==> src/rtl/blk_xfer_pkg.sv <==
package blk_xfer_pkg;
  localparam int unsigned NREG = 16;
  localparam int unsigned IW   = $clog2(NREG);
  localparam int unsigned AW   = 32;
  localparam int unsigned STEP = 4;
  localparam int unsigned PC_OFS = 12;

  typedef enum logic [1:0] {
    ST_IDLE = 2'd0,
    ST_XFER = 2'd1,
    ST_FIN  = 2'd2
  } seq_state_e;
endpackage

==> src/rtl/blk_xfer_pick.sv <==
// Selects the next register still pending in the list: the lowest set bit
// when walking upward, the highest set bit when walking downward.
module blk_xfer_pick #(
  parameter int unsigned N  = 16,
  parameter int unsigned IW = $clog2(N)
) (
  input  logic [N-1:0]  pend,
  input  logic          up,
  output logic [IW-1:0] idx,
  output logic          any
);
  logic [IW-1:0] lo_idx, hi_idx;

  always_comb begin
    lo_idx = '0;
    for (int i = N - 1; i >= 0; i--) begin
      if (pend[i]) lo_idx = IW'(i);
    end
  end

  always_comb begin
    hi_idx = '0;
    for (int i = 0; i < N; i++) begin
      if (pend[i]) hi_idx = IW'(i);
    end
  end

  assign any = |pend;
  assign idx = up ? lo_idx : hi_idx;
endmodule

==> src/rtl/blk_xfer_addr.sv <==
// Produces the address of the current beat and the address after stepping.
module blk_xfer_addr #(
  parameter int unsigned AW   = 32,
  parameter int unsigned STEP = 4
) (
  input  logic [AW-1:0] cur,
  input  logic          up,
  input  logic          pre,
  output logic [AW-1:0] beat_addr,
  output logic [AW-1:0] next_addr
);
  logic [AW-1:0] stepped;

  assign stepped   = up ? (cur + AW'(STEP)) : (cur - AW'(STEP));
  assign beat_addr = pre ? stepped : cur;
  assign next_addr = stepped;
endmodule

==> src/rtl/blk_xfer_seq.sv <==
module blk_xfer_seq
  import blk_xfer_pkg::*;
(
  input  logic           clk,
  input  logic           rst_n,
  input  logic           req_valid,
  output logic           req_ready,
  input  logic [AW-1:0]  req_base,
  input  logic [IW-1:0]  req_base_idx,
  input  logic [NREG-1:0] req_list,
  input  logic           req_pre,
  input  logic           req_up,
  input  logic           req_load,
  input  logic           req_wb,
  input  logic           req_s,
  input  logic           req_unpriv,
  input  logic [AW-1:0]  req_pc,
  output logic           mem_valid,
  input  logic           mem_ready,
  output logic           mem_write,
  output logic [AW-1:0]  mem_addr,
  output logic [31:0]    mem_wdata,
  input  logic [31:0]    mem_rdata,
  output logic [IW-1:0]  rf_rd_idx,
  output logic           rf_rd_user,
  input  logic [31:0]    rf_rd_data,
  output logic           rf_wr_en,
  output logic [IW-1:0]  rf_wr_idx,
  output logic           rf_wr_user,
  output logic [31:0]    rf_wr_data,
  output logic           done,
  output logic           err,
  output logic           wb_en,
  output logic [IW-1:0]  wb_idx,
  output logic [AW-1:0]  wb_data,
  output logic           psr_restore,
  output logic           flush,
  output logic [IW:0]    load_cycles
);
  localparam logic [IW-1:0] PC_IDX = IW'(NREG - 1);

  seq_state_e     state_q;
  logic [NREG-1:0] pend_q;
  logic [AW-1:0]  addr_q, pc_q;
  logic [IW-1:0]  base_idx_q;
  logic           pre_q, up_q, load_q, wb_q, s_q, err_q;
  logic           pc_in_q, base_in_q, nonempty_q;
  logic [IW:0]    lcnt_q;

  logic [IW-1:0]  cur_idx;
  logic           pend_any;
  logic [AW-1:0]  beat_addr, next_addr;
  logic           accept, beat_done, last_beat, user_bank;
  logic [NREG-1:0] pend_after;

  blk_xfer_pick #(.N(NREG), .IW(IW)) pick_i (
    .pend (pend_q),
    .up   (up_q),
    .idx  (cur_idx),
    .any  (pend_any)
  );

  blk_xfer_addr #(.AW(AW), .STEP(STEP)) addr_i (
    .cur       (addr_q),
    .up        (up_q),
    .pre       (pre_q),
    .beat_addr (beat_addr),
    .next_addr (next_addr)
  );

  assign accept     = req_valid && req_ready;
  assign beat_done  = mem_valid && mem_ready;
  assign pend_after = pend_q & ~(NREG'(1) << cur_idx);
  assign last_beat  = (pend_after == '0);
  // user bank for stores always, for loads only without the PC in the list
  assign user_bank  = s_q && (!load_q || !pc_in_q);

  always_ff @(posedge clk or negedge rst_n) begin
    if (!rst_n) begin
      state_q    <= ST_IDLE;
      pend_q     <= '0;
      addr_q     <= '0;
      pc_q       <= '0;
      base_idx_q <= '0;
      pre_q      <= 1'b0;
      up_q       <= 1'b0;
      load_q     <= 1'b0;
      wb_q       <= 1'b0;
      s_q        <= 1'b0;
      err_q      <= 1'b0;
      pc_in_q    <= 1'b0;
      base_in_q  <= 1'b0;
      nonempty_q <= 1'b0;
      lcnt_q     <= '0;
    end else begin
      unique case (state_q)
        ST_IDLE: begin
          if (accept) begin
            addr_q     <= req_base;
            pc_q       <= req_pc;
            base_idx_q <= req_base_idx;
            pre_q      <= req_pre;
            up_q       <= req_up;
            load_q     <= req_load;
            wb_q       <= req_wb;
            s_q        <= req_s;
            err_q      <= req_s && req_unpriv;
            pc_in_q    <= req_list[PC_IDX];
            base_in_q  <= req_list[req_base_idx];
            nonempty_q <= |req_list;
            lcnt_q     <= '0;
            if ((req_s && req_unpriv) || (req_list == '0)) begin
              pend_q  <= '0;
              state_q <= ST_FIN;
            end else begin
              pend_q  <= req_list;
              state_q <= ST_XFER;
            end
          end
        end
        ST_XFER: begin
          if (beat_done) begin
            pend_q <= pend_after;
            addr_q <= next_addr;
            if (load_q) lcnt_q <= lcnt_q + 1'b1;
            if (last_beat) state_q <= ST_FIN;
          end
        end
        ST_FIN:  state_q <= ST_IDLE;
        default: state_q <= ST_IDLE;
      endcase
    end
  end

  assign req_ready  = (state_q == ST_IDLE);
  assign mem_valid  = (state_q == ST_XFER) && pend_any;
  assign mem_write  = !load_q;
  assign mem_addr   = beat_addr;
  assign mem_wdata  = (cur_idx == PC_IDX) ? (pc_q + AW'(PC_OFS)) : rf_rd_data;
  assign rf_rd_idx  = cur_idx;
  assign rf_rd_user = user_bank;
  assign rf_wr_en   = beat_done && load_q;
  assign rf_wr_idx  = cur_idx;
  assign rf_wr_user = user_bank;
  assign rf_wr_data = mem_rdata;

  assign done        = (state_q == ST_FIN);
  assign err         = done && err_q;
  assign wb_en       = done && !err_q && nonempty_q && wb_q && !(load_q && base_in_q);
  assign wb_idx      = base_idx_q;
  assign wb_data     = addr_q;
  assign flush       = done && !err_q && load_q && pc_in_q;
  assign psr_restore = done && !err_q && load_q && pc_in_q && s_q;
  assign load_cycles = lcnt_q;

  // Beat held under back-pressure
  p_hold_r4: assert property (@(posedge clk) disable iff (!rst_n)
    mem_valid && !mem_ready |=> mem_valid && $stable(mem_addr) && $stable(mem_write));

  // Consecutive beats step by four in the chosen direction
  p_step_r2: assert property (@(posedge clk) disable iff (!rst_n)
    mem_valid && mem_ready |=> !mem_valid ||
      (mem_addr == (up_q ? $past(mem_addr) + AW'(STEP) : $past(mem_addr) - AW'(STEP))));

  // Selected register is still pending
  p_pick_r3: assert property (@(posedge clk) disable iff (!rst_n)
    mem_valid |-> pend_q[cur_idx]);

  // Register writes only on accepted load beats
  p_wr_r4: assert property (@(posedge clk) disable iff (!rst_n)
    rf_wr_en |-> mem_valid && mem_ready && !mem_write);

  // Restore never without flush
  p_restore_r8: assert property (@(posedge clk) disable iff (!rst_n)
    psr_restore |-> flush);

  // Error ends with no side effects
  p_err_r9: assert property (@(posedge clk) disable iff (!rst_n)
    err |-> done && !wb_en && !flush && !psr_restore);

  // Done is one cycle, then idle
  p_done_r1: assert property (@(posedge clk) disable iff (!rst_n)
    done |=> !done && req_ready);
endmodule

==> config.mk <==
export PLATFORM = sky130hd
export DESIGN_NAME = blk_xfer_seq
export DESIGN_NICKNAME = d
export VERILOG_FILES = /design/src/rtl/blk_xfer_pkg.sv /design/src/rtl/blk_xfer_pick.sv /design/src/rtl/blk_xfer_addr.sv /design/src/rtl/blk_xfer_seq.sv
export SDC_FILE = /design/constraint.sdc
export NUM_CORES = 1
export LEC_CHECK = 0
export ABC_CLOCK_PERIOD_IN_PS = 3700
export BUFFER_PORTS_ARGS = -buffer_cell sky130_fd_sc_hd__buf_2
export CORE_UTILIZATION = 41
export CTS_BUF_LIST = sky130_fd_sc_hd__clkbuf_4 sky130_fd_sc_hd__clkbuf_8 sky130_fd_sc_hd__clkbuf_16
export CTS_CLUSTER_DIAMETER = 150
export DETAILED_ROUTE_END_ITERATION = 7
export PLACE_DENSITY = 0.7
export SETUP_SLACK_MARGIN = 0.3
export SYNTH_ARGS = -nofsm -noshare
export SYNTH_HDL_FRONTEND = slang
export SYNTH_HIERARCHICAL = 1
export SYNTH_SLANG_ARGS = --single-unit
==> constraint.sdc <==
create_clock -name clk -period 3.7 [get_ports clk]
set_input_delay 0.37 -clock clk [delete_from_list [all_inputs] [get_ports clk]]
set_output_delay 0.37 -clock clk [all_outputs]
set_load 0.02 [all_outputs]
==> results.rst, run 1 <==
.. list-table::
   :header-rows: 1

   * - Metric
     - Value
   * - Part of the Yosys area used for sequential elements
     - 30.1%
   * - Area enclosed by the die boundary
     - around 21000 um^2
   * - Total of warnings raised by yosys
     - 6
   * - CP endpoint kind
     - primary output
   * - F_max
     - 0.287 GHz
   * - Wire length of the first global-routing pass
     - ~39000 um
   * - Number of I/O pins
     - 314
   * - WP data arrival
     - 3.11 ns
   * - Cell with the largest stage delay on the worst path
     - sky130_fd_sc_hd__dfrtp_2
   * - Worst reg2reg startpoint
     - up_q$_DFFE_PN0P_
   * - Clock root buffer
     - sky130_fd_sc_hd__clkbuf_16
   * - Number of buffers and inverters on the critical path
     - 3
   * - Post-Route Skew
     - 0.0123 ns
   * - Clock tree from TritonCTS
     - built
   * - Delay of the slowest cell on the worst path
     - 0.43 ns
   * - Signed area change from the synthesized netlist to the final layout
     - 27.6%
   * - Leading cell types by total area after synthesis
     - sky130_fd_sc_hd__dfrtp_1 30%, sky130_fd_sc_hd__nand2_1 10%, sky130_fd_sc_hd__ha_1 4.5%
   * - Share of synthesized registers carrying an async set or reset
     - between 90% and 100%
   * - Initial antenna violation count
     - 0
   * - Cell taking the most area after synthesis
     - sky130_fd_sc_hd__dfrtp_1
   * - Number of sinks handled by clock tree synthesis
     - 100
   * - Synthesized area per cell
     - roughly 8 um^2
   * - Overall die width
     - about 140 um
   * - Estimated wirelength of the detail-placed design
     - 18100 um
   * - Overall overflow remaining after global route
     - 0
   * - Vias in the first global route
     - 7518
   * - Number of max-capacitance violations reported
     - 0
   * - Average vias per placed instance
     - 5.50
   * - Dominant synthesized flop cell
     - sky130_fd_sc_hd__dfrtp_1
   * - Post-route ant nets
     - 0
   * - Routed wire length per instance
     - approximately 17 um
   * - Util after Layout
     - a little over half
   * - Most instantiated library cell after synthesis
     - sky130_fd_sc_hd__nand2_1
   * - Cell types with the highest counts after synthesis
     - 226 x sky130_fd_sc_hd__nand2_1, 100 x sky130_fd_sc_hd__dfrtp_1, 82 x sky130_fd_sc_hd__nor2_1
   * - Share of the synthesized area in the top cell type
     - 30.1%
   * - Initial DRC count
     - 536
   * - Worst hold margin
     - slightly above 0.05 ns
   * - DRC violation count after routing
     - 0
   * - Number of clock buffers inserted by TritonCTS
     - 9
   * - Area of the core region
     - slightly below 20000 um^2
   * - Site Rows
     - between 50 and 60
   * - Pins over their slew limit
     - 0
   * - Cells along the critical path
     - clkinvlp_4, clkbuf_16, ha_2, a21oi_2, o21ai_1, a211oi_1, a21bo_2, a211o_1, nand3_1, buf_2
   * - Area post-placement
     - about 9500 um^2
   * - Post-synthesis net count
     - ~1200
   * - Category of the critical setup timing path
     - reg2out
   * - Area of all placed cells without fillers
     - 10600 um^2
   * - Ratio of final minimum period to clock period
     - 94.1%
   * - Number of buffers added to fix hold violations after cts
     - 0
   * - Setup total negative slack
     - 0 ns
   * - Number of levels the H-tree was split into
     - 3
   * - Detailed Route WL
     - 25200 um
   * - Maximum number of pins on one net before global-route repair
     - 64
   * - Seq cells post-synth
     - 100
   * - CP Max Fanout
     - 5
   * - Final net count
     - 1432
   * - Status
     - finished, final reports clean
   * - Unrepaired setup endpoints after global routing
     - yes
   * - Post-CTS clock slew at the launch and capture registers of the worst setup and hold paths
     - 0.08 ns
   * - Required time of the critical path
     - between 3 and 4 ns
   * - Buffers from clock root to sink, at most
     - 2
   * - Timing startpoint of the critical path
     - up_q$_DFFE_PN0P_
   * - Tmin final
     - 3.48 ns
   * - Number of iterations in the first detailed-routing pass
     - 5
   * - Floorplan die height
     - 144 um
   * - Number of distinct library cells after synthesis
     - between 80 and 90
   * - Gpl congestion
     - 0.948
   * - Number of hold violations in the final report
     - 0
   * - Worst slew margin relative to its limit
     - between 40 and 50%
   * - Cell class contributing the biggest share of worst-path delay
     - compound AO/OA/AOI/OAI gates
   * - Post-synth design cell area
     - approximately 8300 um^2
   * - Post-synth EDFFs
     - 0
   * - Final count of negative-setup-slack endpoints
     - 0
   * - Clock latency reported for the late side of the worst-skew pair
     - approximately 0.36 ns
   * - Hold Crit Class
     - in2async
   * - Fraction of final layout cells sized beyond drive strength 1
     - 34.2%
   * - Instance count of the mapped netlist
     - 1040
   * - Slew at the pin with the worst max-slew slack
     - between 0.7 and 0.8 ns
   * - Initial Utilization
     - 42.4%
   * - Port Buf Inserts
     - 249
   * - Global Route Usage Sum
     - 23.6%
   * - Setup crit start kind
     - register
   * - Number of vias after detailed routing
     - 8321
layout by cell type, fill, tap and decap left out, types with 5 or more instances in the layout:
cell type                     n
sky130_fd_sc_hd__buf_4       31
sky130_fd_sc_hd__ha_4        18
sky130_fd_sc_hd__a21o_1       6
sky130_fd_sc_hd__mux2i_1     35
sky130_fd_sc_hd__a21oi_4      5
sky130_fd_sc_hd__buf_6        7
sky130_fd_sc_hd__a21oi_2      7
sky130_fd_sc_hd__nand4_1     14
sky130_fd_sc_hd__mux4_2       5
sky130_fd_sc_hd__dfrtp_1     99
sky130_fd_sc_hd__nor2_1      80
sky130_fd_sc_hd__o21a_1       7
sky130_fd_sc_hd__o21ai_0     52
sky130_fd_sc_hd__mux2_4       5
sky130_fd_sc_hd__nor4_2       5
sky130_fd_sc_hd__ha_2         6
sky130_fd_sc_hd__and3_1      11
sky130_fd_sc_hd__ha_1         6
sky130_fd_sc_hd__a22o_1      16
sky130_fd_sc_hd__nand2_1    223
sky130_fd_sc_hd__buf_2      239
sky130_fd_sc_hd__nand2b_1     9
sky130_fd_sc_hd__and2_1       7
sky130_fd_sc_hd__xnor2_1     27
sky130_fd_sc_hd__a31oi_1      6
sky130_fd_sc_hd__inv_1       23
sky130_fd_sc_hd__a21oi_1     62
sky130_fd_sc_hd__mux2_2      22
sky130_fd_sc_hd__nand3_1     22
sky130_fd_sc_hd__o21ai_1     12
sky130_fd_sc_hd__xor2_1      24
sky130_fd_sc_hd__o31ai_1     10
sky130_fd_sc_hd__o21ai_2      6
sky130_fd_sc_hd__clkbuf_16   10
sky130_fd_sc_hd__nor4_1       9
sky130_fd_sc_hd__nor3_1       8
layer usage:
| metal | up-vias | track usage [%] | share of wire [%] |
|---|---|---|---|
| li1 | 4035 | - | - |
| met1 | 3967 | 31.9 | 45 |
| met2 | 274 | 38.1 | 49 |
| met3 | 45 | 3.31 | 4.4 |
| met4 | 0 | 8.75 | 2.5 |
| met5 | - | 0 | 0 |
per-stage QoR:
step / setup slack [ns] / instances
final: 0.217 / 1514
after global routing: 0.124 / 1513
after CTS: 0.229 / 1509
after detailed placement: 0.253 / 1477
after global placement: 0.275 / 1477
after floorplan: 0.264 / 1040
logic make-up after synthesis:
group                      Yosys count  share of synthesized area, %
DFF                                100                          30.1
buffers and inverters              117                          7.49
AOI/OAI and AO/OA                  244                          18.8
muxes                               67                          9.26
and+or+nand+nor                    425                          23.6
xor gates and xnor gates            56                          6.06
adders and majority gates           31                          4.75
registers in the layout, summed over array words and instances, names as in the netlist:
signal	flops
pc_in_q	1
wb_q	1
state_q	2
pc_q	32
up_q	1
s_q	1
load_cycles	5
wb_data	32
wb_idx	4
err_q	1
load_q	1
pre_q	1
base_in_q	1
pend_q	16
nonempty_q	1
final timing paths:
path                       cells past startpoint  slack, ns                       to
setup / recovery                              10       0.22             mem_addr[25]
hold / removal                                 1       0.05   wb_data[5]$_DFFE_PN0P_
setup reg to reg                              12       0.68  wb_data[31]$_DFFE_PN0P_
hold reg to reg                                2       0.48      pc_q[0]$_DFFE_PN0P_
max in group asynchronous                      2       2.80  wb_data[26]$_DFFE_PN0P_
min in group clk                               3       0.20      pc_q[0]$_DFFE_PN0P_
cell type report:
type / count / area [um^2]
antenna: 1 / 2.50
clock buffer: 9 / 225
clock inverter: 7 / 75.1
fill: 1881 / 9030
inverter: 25 / 97.6
multi-input combinational: 823 / 5760
sequential: 100 / 2500
tap: 265 / 332
timing repair buffer: 282 / 1610
timing repair inverter: 2 / 15.0
timing repair:
item                                    CTS  global route
setup buffers                            13             4
endpoints found under the setup margin   23            52
gates resized for setup                  74            49
pin swaps                                18            23
gates cloned                              3             0
Power of run 1 is left out: the tool's default activity adds up to more than one toggle a clock period on the data nets, which glitch-free logic cannot reach.
==> inputs of run 2 (changes only) <==
Settings changed: ABC_CLOCK_PERIOD_IN_PS 3700 to default, CORE_UTILIZATION 41 to 51, CTS_CLUSTER_DIAMETER 150 to default, PLACE_DENSITY 0.7 to 0.84.
==> results.rst, run 2 (same netlist as run 1, synthesis figures left out) <==
.. list-table::
   :header-rows: 1

   * - Metric
     - Value
   * - Status
     - finished, final reports clean
   * - Area of the core region
     - 15900 um^2 (-19%)
   * - Initial antenna violation count
     - 0 (unchanged)
   * - Number of sinks handled by clock tree synthesis
     - 100 (unchanged)
   * - Number of hold violations in the final report
     - 0 (unchanged)
   * - Placed Cells
     - 1428 (-3.3%)
   * - Required time of the critical path
     - 3.33 ns (about the same)
   * - Setup total negative slack
     - 0 ns (unchanged)
   * - CP endpoint kind
     - primary output
   * - Pins over their slew limit
     - 0 (unchanged)
   * - Initial DRC count
     - 567 (+5.8%)
   * - Number of vias after detailed routing
     - 8559 (+2.9%)
   * - Post-CTS clock slew at the launch and capture registers of the worst setup and hold paths
     - 0.08 ns (about the same)
   * - Post-Place Setup Slack
     - 0.176 ns (-0.0774 ns)
   * - Number of iterations in the first detailed-routing pass
     - 5 (unchanged)
   * - Number of I/O pins
     - 314 (unchanged)
   * - Setup crit start kind
     - register
   * - Timing startpoint of the critical path
     - up_q$_DFFE_PN0P_
   * - Worst reg2reg path endpoint
     - wb_data[31]$_DFFE_PN0P_
   * - Worst slew margin relative to its limit
     - 48.7% (+0.88 points)
   * - Clock latency reported for the late side of the worst-skew pair
     - 0.36 ns (about the same)
   * - CP Max Fanout
     - 11 (+6)
   * - Area post-placement
     - 9460 um^2 (-0.77%)
   * - Cells along the critical path
     - buf_4, fa_2, nor2b_2, o31a_1, o211ai_1, a21oi_2, buf_4, o21ai_2, and3_1, o31ai_2, buf_4
   * - Area of all placed cells without fillers
     - 10400 um^2 (-2.4%)
   * - Initial Utilization
     - 52.4% (+10 points)
   * - Clock tree from TritonCTS
     - built
   * - Port Buf Inserts
     - 249 (unchanged)
   * - Site Rows
     - 46 (-9.8%)
   * - Hold Crit Class
     - in2reg
   * - Cell with the largest stage delay on the worst path
     - sky130_fd_sc_hd__dfrtp_2
   * - Tmin final
     - 3.48 ns (+0.00175 ns)
   * - Vias in the first global route
     - 7489 (-0.39%)
   * - Post-route ant nets
     - 0 (unchanged)
   * - Clock root buffer
     - sky130_fd_sc_hd__clkbuf_16
   * - Worst R2R Setup Slack
     - 0.65 ns (-0.03 ns)
   * - Floorplan die height
     - 130 um (-10%)
   * - Estimated wirelength of the detail-placed design
     - 17600 um (-2.7%)
   * - Final net count
     - 1426 (-0.42%)
   * - Global Route Usage Sum
     - 28.4% (+4.8 points)
   * - Number of levels the H-tree was split into
     - 3 (unchanged)
   * - Delay of the slowest cell on the worst path
     - 0.46 ns (+0.03 ns)
   * - Detailed Route WL
     - 25500 um (+0.84%)
   * - Number of cells on the worst reg-to-reg path
     - 13 (+1)
   * - Maximum number of pins on one net before global-route repair
     - 64 (unchanged)
   * - Ratio of final minimum period to clock period
     - 94.2% (about the same)
   * - Gpl congestion
     - 0.959 (+1.2%)
   * - DRC violation count after routing
     - 0 (unchanged)
   * - Average vias per placed instance
     - 5.87 (+6.7%)
   * - Cell repeated most along the worst path
     - sky130_fd_sc_hd__buf_4
   * - Final count of negative-setup-slack endpoints
     - 0 (unchanged)
   * - Hold depth
     - 3
   * - Post-Route Skew
     - 0.00838 ns (-0.00390 ns)
   * - Most frequent cells in the layout
     - 247 x sky130_fd_sc_hd__buf_2, 224 x sky130_fd_sc_hd__nand2_1, 99 x sky130_fd_sc_hd__dfrtp_1
   * - F_max
     - 0.287 GHz (about the same)
   * - Slew at the pin with the worst max-slew slack
     - 0.769 ns (-0.0133 ns)
   * - CP endpoint
     - mem_addr[20]
   * - Least setup slack across all paths after layout
     - 0.215 ns (-0.00175 ns)
   * - Fraction of final layout cells sized beyond drive strength 1
     - 33.4% (-0.80 points)
   * - Finished Layout Cells
     - 1459 (-3.6%)
   * - Area enclosed by the die boundary
     - 16800 um^2 (-19%)
   * - Unrepaired setup endpoints after global routing
     - yes
   * - Overall die width
     - 130 um (-10%)
   * - Overall overflow remaining after global route
     - 0 (unchanged)
   * - Wire length of the first global-routing pass
     - 37700 um (-2.6%)
   * - Number of max-capacitance violations reported
     - 0 (unchanged)
   * - Number of clock buffers inserted by TritonCTS
     - 9 (unchanged)
   * - Category of the critical setup timing path
     - reg2out
   * - WP data arrival
     - 3.11 ns (about the same)
   * - Routed wire length per instance
     - 17.5 um (+4.6%)
   * - Signed area change from the synthesized netlist to the final layout
     - 24.6%
   * - Buffers from clock root to sink, at most
     - 2 (unchanged)
   * - Most common library cell in the layout ignoring fill and taps
     - sky130_fd_sc_hd__buf_2
   * - Fill cell count
     - 1311 (-30%)
   * - Worst reg2reg startpoint
     - up_q$_DFFE_PN0P_
## run 2: worst min-delay path by stage
stage,start,endpoint,slack [ns]
final,req_pc[31],pc_q[31]$_DFFE_PN0P_,0.20
after global routing,req_pc[31],pc_q[31]$_DFFE_PN0P_,0.20
after CTS,req_pc[31],pc_q[31]$_DFFE_PN0P_,0.19
after detailed placement,rst_n,wb_idx[0]$_DFFE_PN0P_,0.37
after global placement,rst_n,wb_idx[0]$_DFFE_PN0P_,0.36
after floorplan,rst_n,base_in_q$_DFFE_PN0P_,0.07
## run 2: stage by stage
stage	util (%)	hold WS, ns
floorplan	-	0.0744
global placement	59.6	0.362
detailed placement	59.6	0.365
CTS	63.3	0.191
global route	65.3	0.205
finish	65.3	0.199
## run 2: layer usage
| metal | wire, um | up-vias | part of all wire, % | GRT usage [%] |
|---|---|---|---|---|
| li1 | - | 4024 | - | - |
| met4 | 670 | 0 | 2.6 | 11.8 |
| met3 | 1630 | 66 | 6.4 | 3.77 |
| met5 | 0 | - | 0 | 0 |
| met1 | 10500 | 4058 | 41 | 37.5 |
| met2 | 12700 | 411 | 50 | 46.9 |
## run 2: area by class of cell
class / instances / area, um^2 / share of cell area [%]
antenna: 1 / 2.50 / 0.0241
timing repair inverter: 1 / 7.51 / 0.0724
inverter: 25 / 97.6 / 0.941
sequential: 100 / 2500 / 24.1
tap: 216 / 270 / 2.61
timing repair buffer: 277 / 1490 / 14.3
multi-input combinational: 823 / 5670 / 54.7
clock inverter: 4 / 80.1 / 0.772
clock buffer: 12 / 254 / 2.45
## run 2: what timing repair did
item / in CTS / in global routing
gates cloned: 1 / 0
gates resized for setup: 35 / 58
pin swaps: 5 / 14
setup buffers: 7 / 5
hold buffers: 1 / 0
endpoints found under the hold margin: 35 / 0
setup endpoints to repair: 54 / 52
## run 2: worst max-delay path, delay by kind of cell, from the launching register on
family	cells	cell delay [ns]
adder cells (fa/ha/maj)	1	0.42
flip-flops	1	0.46
buffers and inverters	3	0.58
AND/OR/NAND/NOR	2	0.35
AO/OA/AOI/OAI	5	0.95
Power of run 2 is left out for the same reason.
==> inputs of run 3 (changes only) <==
Settings changed: SETUP_SLACK_MARGIN 0.3 to 0.02.
==> results.rst, run 3 (same netlist as run 1, synthesis figures left out) <==
.. list-table::
   :header-rows: 1

   * - Metric
     - Value
   * - Cells along the critical path
     - inv_2, buf_6, ha_2, and2_1, and2_4, a221o_1, o21ai_2, a31oi_1, xor2_1, mux2_2, buf_2
   * - Number of iterations in the first detailed-routing pass
     - 6 (+1)
   * - Gpl congestion
     - 0.952 (-0.73%)
   * - Fraction of final layout cells sized beyond drive strength 1
     - 28.4% (-5.0 points)
   * - Worst reg2reg path endpoint
     - state_q[0]$_DFFE_PN0P_
   * - Initial DRC count
     - 568 (+0.18%)
   * - Delay of the slowest cell on the worst path
     - 0.45 ns (about the same)
   * - Hold Crit Class
     - in2async
   * - Post-CTS clock slew at the launch and capture registers of the worst setup and hold paths
     - 0.08 ns (about the same)
   * - Cell with the largest stage delay on the worst path
     - sky130_fd_sc_hd__dfrtp_2
   * - Clock tree from TritonCTS
     - built
   * - WP data arrival
     - 3.16 ns (+0.05 ns)
   * - Area of all placed cells without fillers
     - 9800 um^2 (-5.5%)
   * - Port Buf Inserts
     - 249 (unchanged)
   * - Worst reg2reg startpoint
     - pend_q[8]$_DFFE_PN0P_
   * - Buffers from clock root to sink, at most
     - 2 (unchanged)
   * - Maximum number of pins on one net before global-route repair
     - 80 (+25%)
   * - Overall overflow remaining after global route
     - 0 (unchanged)
   * - Clock latency reported for the late side of the worst-skew pair
     - 0.36 ns (about the same)
   * - Site Rows
     - 46 (unchanged)
   * - Slew at the pin with the worst max-slew slack
     - 1.01 ns (+0.237 ns)
   * - Pins over their slew limit
     - 0 (unchanged)
   * - Vias in the first global route
     - 7254 (-3.1%)
   * - Signed area change from the synthesized netlist to the final layout
     - 17.7%
   * - Setup crit start kind
     - register
   * - Routed wire length per instance
     - 16.3 um (-6.7%)
   * - Number of sinks handled by clock tree synthesis
     - 100 (unchanged)
   * - Number of cells on the worst reg-to-reg path
     - 9 (-4)
   * - Global Route Usage Sum
     - 27.1% (-1.3 points)
   * - DRC violation count after routing
     - 0 (unchanged)
   * - Average vias per placed instance
     - 5.69 (-3.0%)
   * - Post-Place Setup Slack
     - 0.298 ns (+0.122 ns)
   * - Ratio of final minimum period to clock period
     - 95.3% (+1.1 points)
   * - Detailed Route WL
     - 23500 um (-7.5%)
   * - Status
     - finished, final reports clean
   * - Category of the critical setup timing path
     - reg2out
   * - Post-route ant nets
     - 0 (unchanged)
   * - Number of vias after detailed routing
     - 8232 (-3.8%)
   * - Final net count
     - 1413 (-0.91%)
   * - Most frequent cells in the layout
     - 248 x sky130_fd_sc_hd__buf_2, 226 x sky130_fd_sc_hd__nand2_1, 99 x sky130_fd_sc_hd__dfrtp_1
   * - F_max
     - 0.284 GHz (-1.2%)
   * - Area enclosed by the die boundary
     - 16800 um^2 (unchanged)
   * - Initial Utilization
     - 52.4% (unchanged)
   * - Estimated wirelength of the detail-placed design
     - 17600 um (+0.14%)
   * - Required time of the critical path
     - 3.33 ns (about the same)
   * - CP endpoint
     - mem_addr[30]
   * - Number of max-capacitance violations reported
     - 0 (unchanged)
   * - Clock root buffer
     - sky130_fd_sc_hd__clkbuf_16
   * - Tmin final
     - 3.53 ns (+0.0407 ns)
   * - Post-Route Skew
     - 0.00938 ns (+0.000999 ns)
   * - Timing startpoint of the critical path
     - up_q$_DFFE_PN0P_
   * - Initial antenna violation count
     - 0 (unchanged)
   * - Final count of negative-setup-slack endpoints
     - 0 (unchanged)
   * - Number of levels the H-tree was split into
     - 3 (unchanged)
   * - Fill cell count
     - 1426 (+8.8%)
   * - Worst R2R Setup Slack
     - 0.66 ns (about the same)
   * - Area of the core region
     - 15900 um^2 (unchanged)
   * - Least setup slack across all paths after layout
     - 0.175 ns (-0.0407 ns)
   * - Overall die width
     - 130 um (unchanged)
   * - Number of hold violations in the final report
     - 0 (unchanged)
   * - Number of clock buffers inserted by TritonCTS
     - 9 (unchanged)
   * - CP endpoint kind
     - primary output
   * - Floorplan die height
     - 130 um (unchanged)
   * - Number of I/O pins
     - 314 (unchanged)
   * - Worst slew margin relative to its limit
     - 32.9% (-16 points)
   * - Unrepaired setup endpoints after global routing
     - yes
   * - Wire length of the first global-routing pass
     - 36300 um (-3.7%)
   * - CP Max Fanout
     - 11 (unchanged)
   * - Area post-placement
     - 9430 um^2 (-0.33%)
   * - Number of buffers added to fix hold violations after cts
     - 0 (-1)
   * - Most common library cell in the layout ignoring fill and taps
     - sky130_fd_sc_hd__buf_2
## run 3: cell type report
class	instances	area [um^2]	area share [%]
Tap cell	216	270	2.76
Clock buffer	9	225	2.30
Timing Repair Buffer	265	1380	14.1
Multi-Input combinational cell	823	5260	53.7
Clock inverter	7	65.1	0.664
Inverter	25	93.8	0.958
Antenna cell	1	2.50	0.0255
Sequential cell	100	2500	25.5
## run 3: how the worst min path moves through the flow
stage | from | to | slack, ns | cells past startpoint
detailed placement | wb_idx[0]$_DFFE_PN0P_ | wb_idx[0]$_DFFE_PN0P_ | 0.46 | 2
global placement | wb_idx[2]$_DFFE_PN0P_ | wb_idx[2]$_DFFE_PN0P_ | 0.46 | 2
global route | req_pc[10] | pc_q[10]$_DFFE_PN0P_ | 0.20 | 3
CTS | req_pc[4] | pc_q[4]$_DFFE_PN0P_ | 0.19 | 3
finish | rst_n | pc_q[1]$_DFFE_PN0P_ | 0.16 | 1
floorplan | rst_n | base_in_q$_DFFE_PN0P_ | 0.07 | 0
## run 3: through the flow
| stage | util [%] | setup TNS [ns] | hold WS (ns) | cells |
|---|---|---|---|---|
| finish | 61.7 | 0 | 0.164 | 1446 |
| global route | 61.7 | -0.0261 | 0.196 | 1445 |
| CTS | 61.3 | 0 | 0.187 | 1442 |
| detailed placement | 59.4 | 0 | 0.457 | 1426 |
| global placement | 59.4 | 0 | 0.457 | 1426 |
| floorplan | - | 0 | 0.0744 | 1040 |
## run 3: per-layer routing
metal	global-route usage (%)	vias to the layer above	part of all wire (%)
li1	-	4005	-
met1	36.6	3852	44
met2	44.8	324	48
met3	2.42	51	5.0
met4	10.9	0	2.9
met5	0	-	0
## run 3: worst max-delay path, delay by kind of cell (launching register included)
kind | cells | cell delay (ns)
DFF | 1 | 0.45
and+or+nand+nor | 2 | 0.34
adders and majority gates | 1 | 0.33
buffers and inverters | 3 | 0.41
AOI/OAI and AO/OA | 3 | 0.80
muxes | 1 | 0.28
xor gates and xnor gates | 1 | 0.18
## run 3: repair_timing
item	in CTS	in global routing
endpoints found under the setup margin	12	47
gates cloned	0	0
gates resized for setup	4	11
pin swaps	0	3
buffers inserted	0	3
Power of run 3 is left out for the same reason.
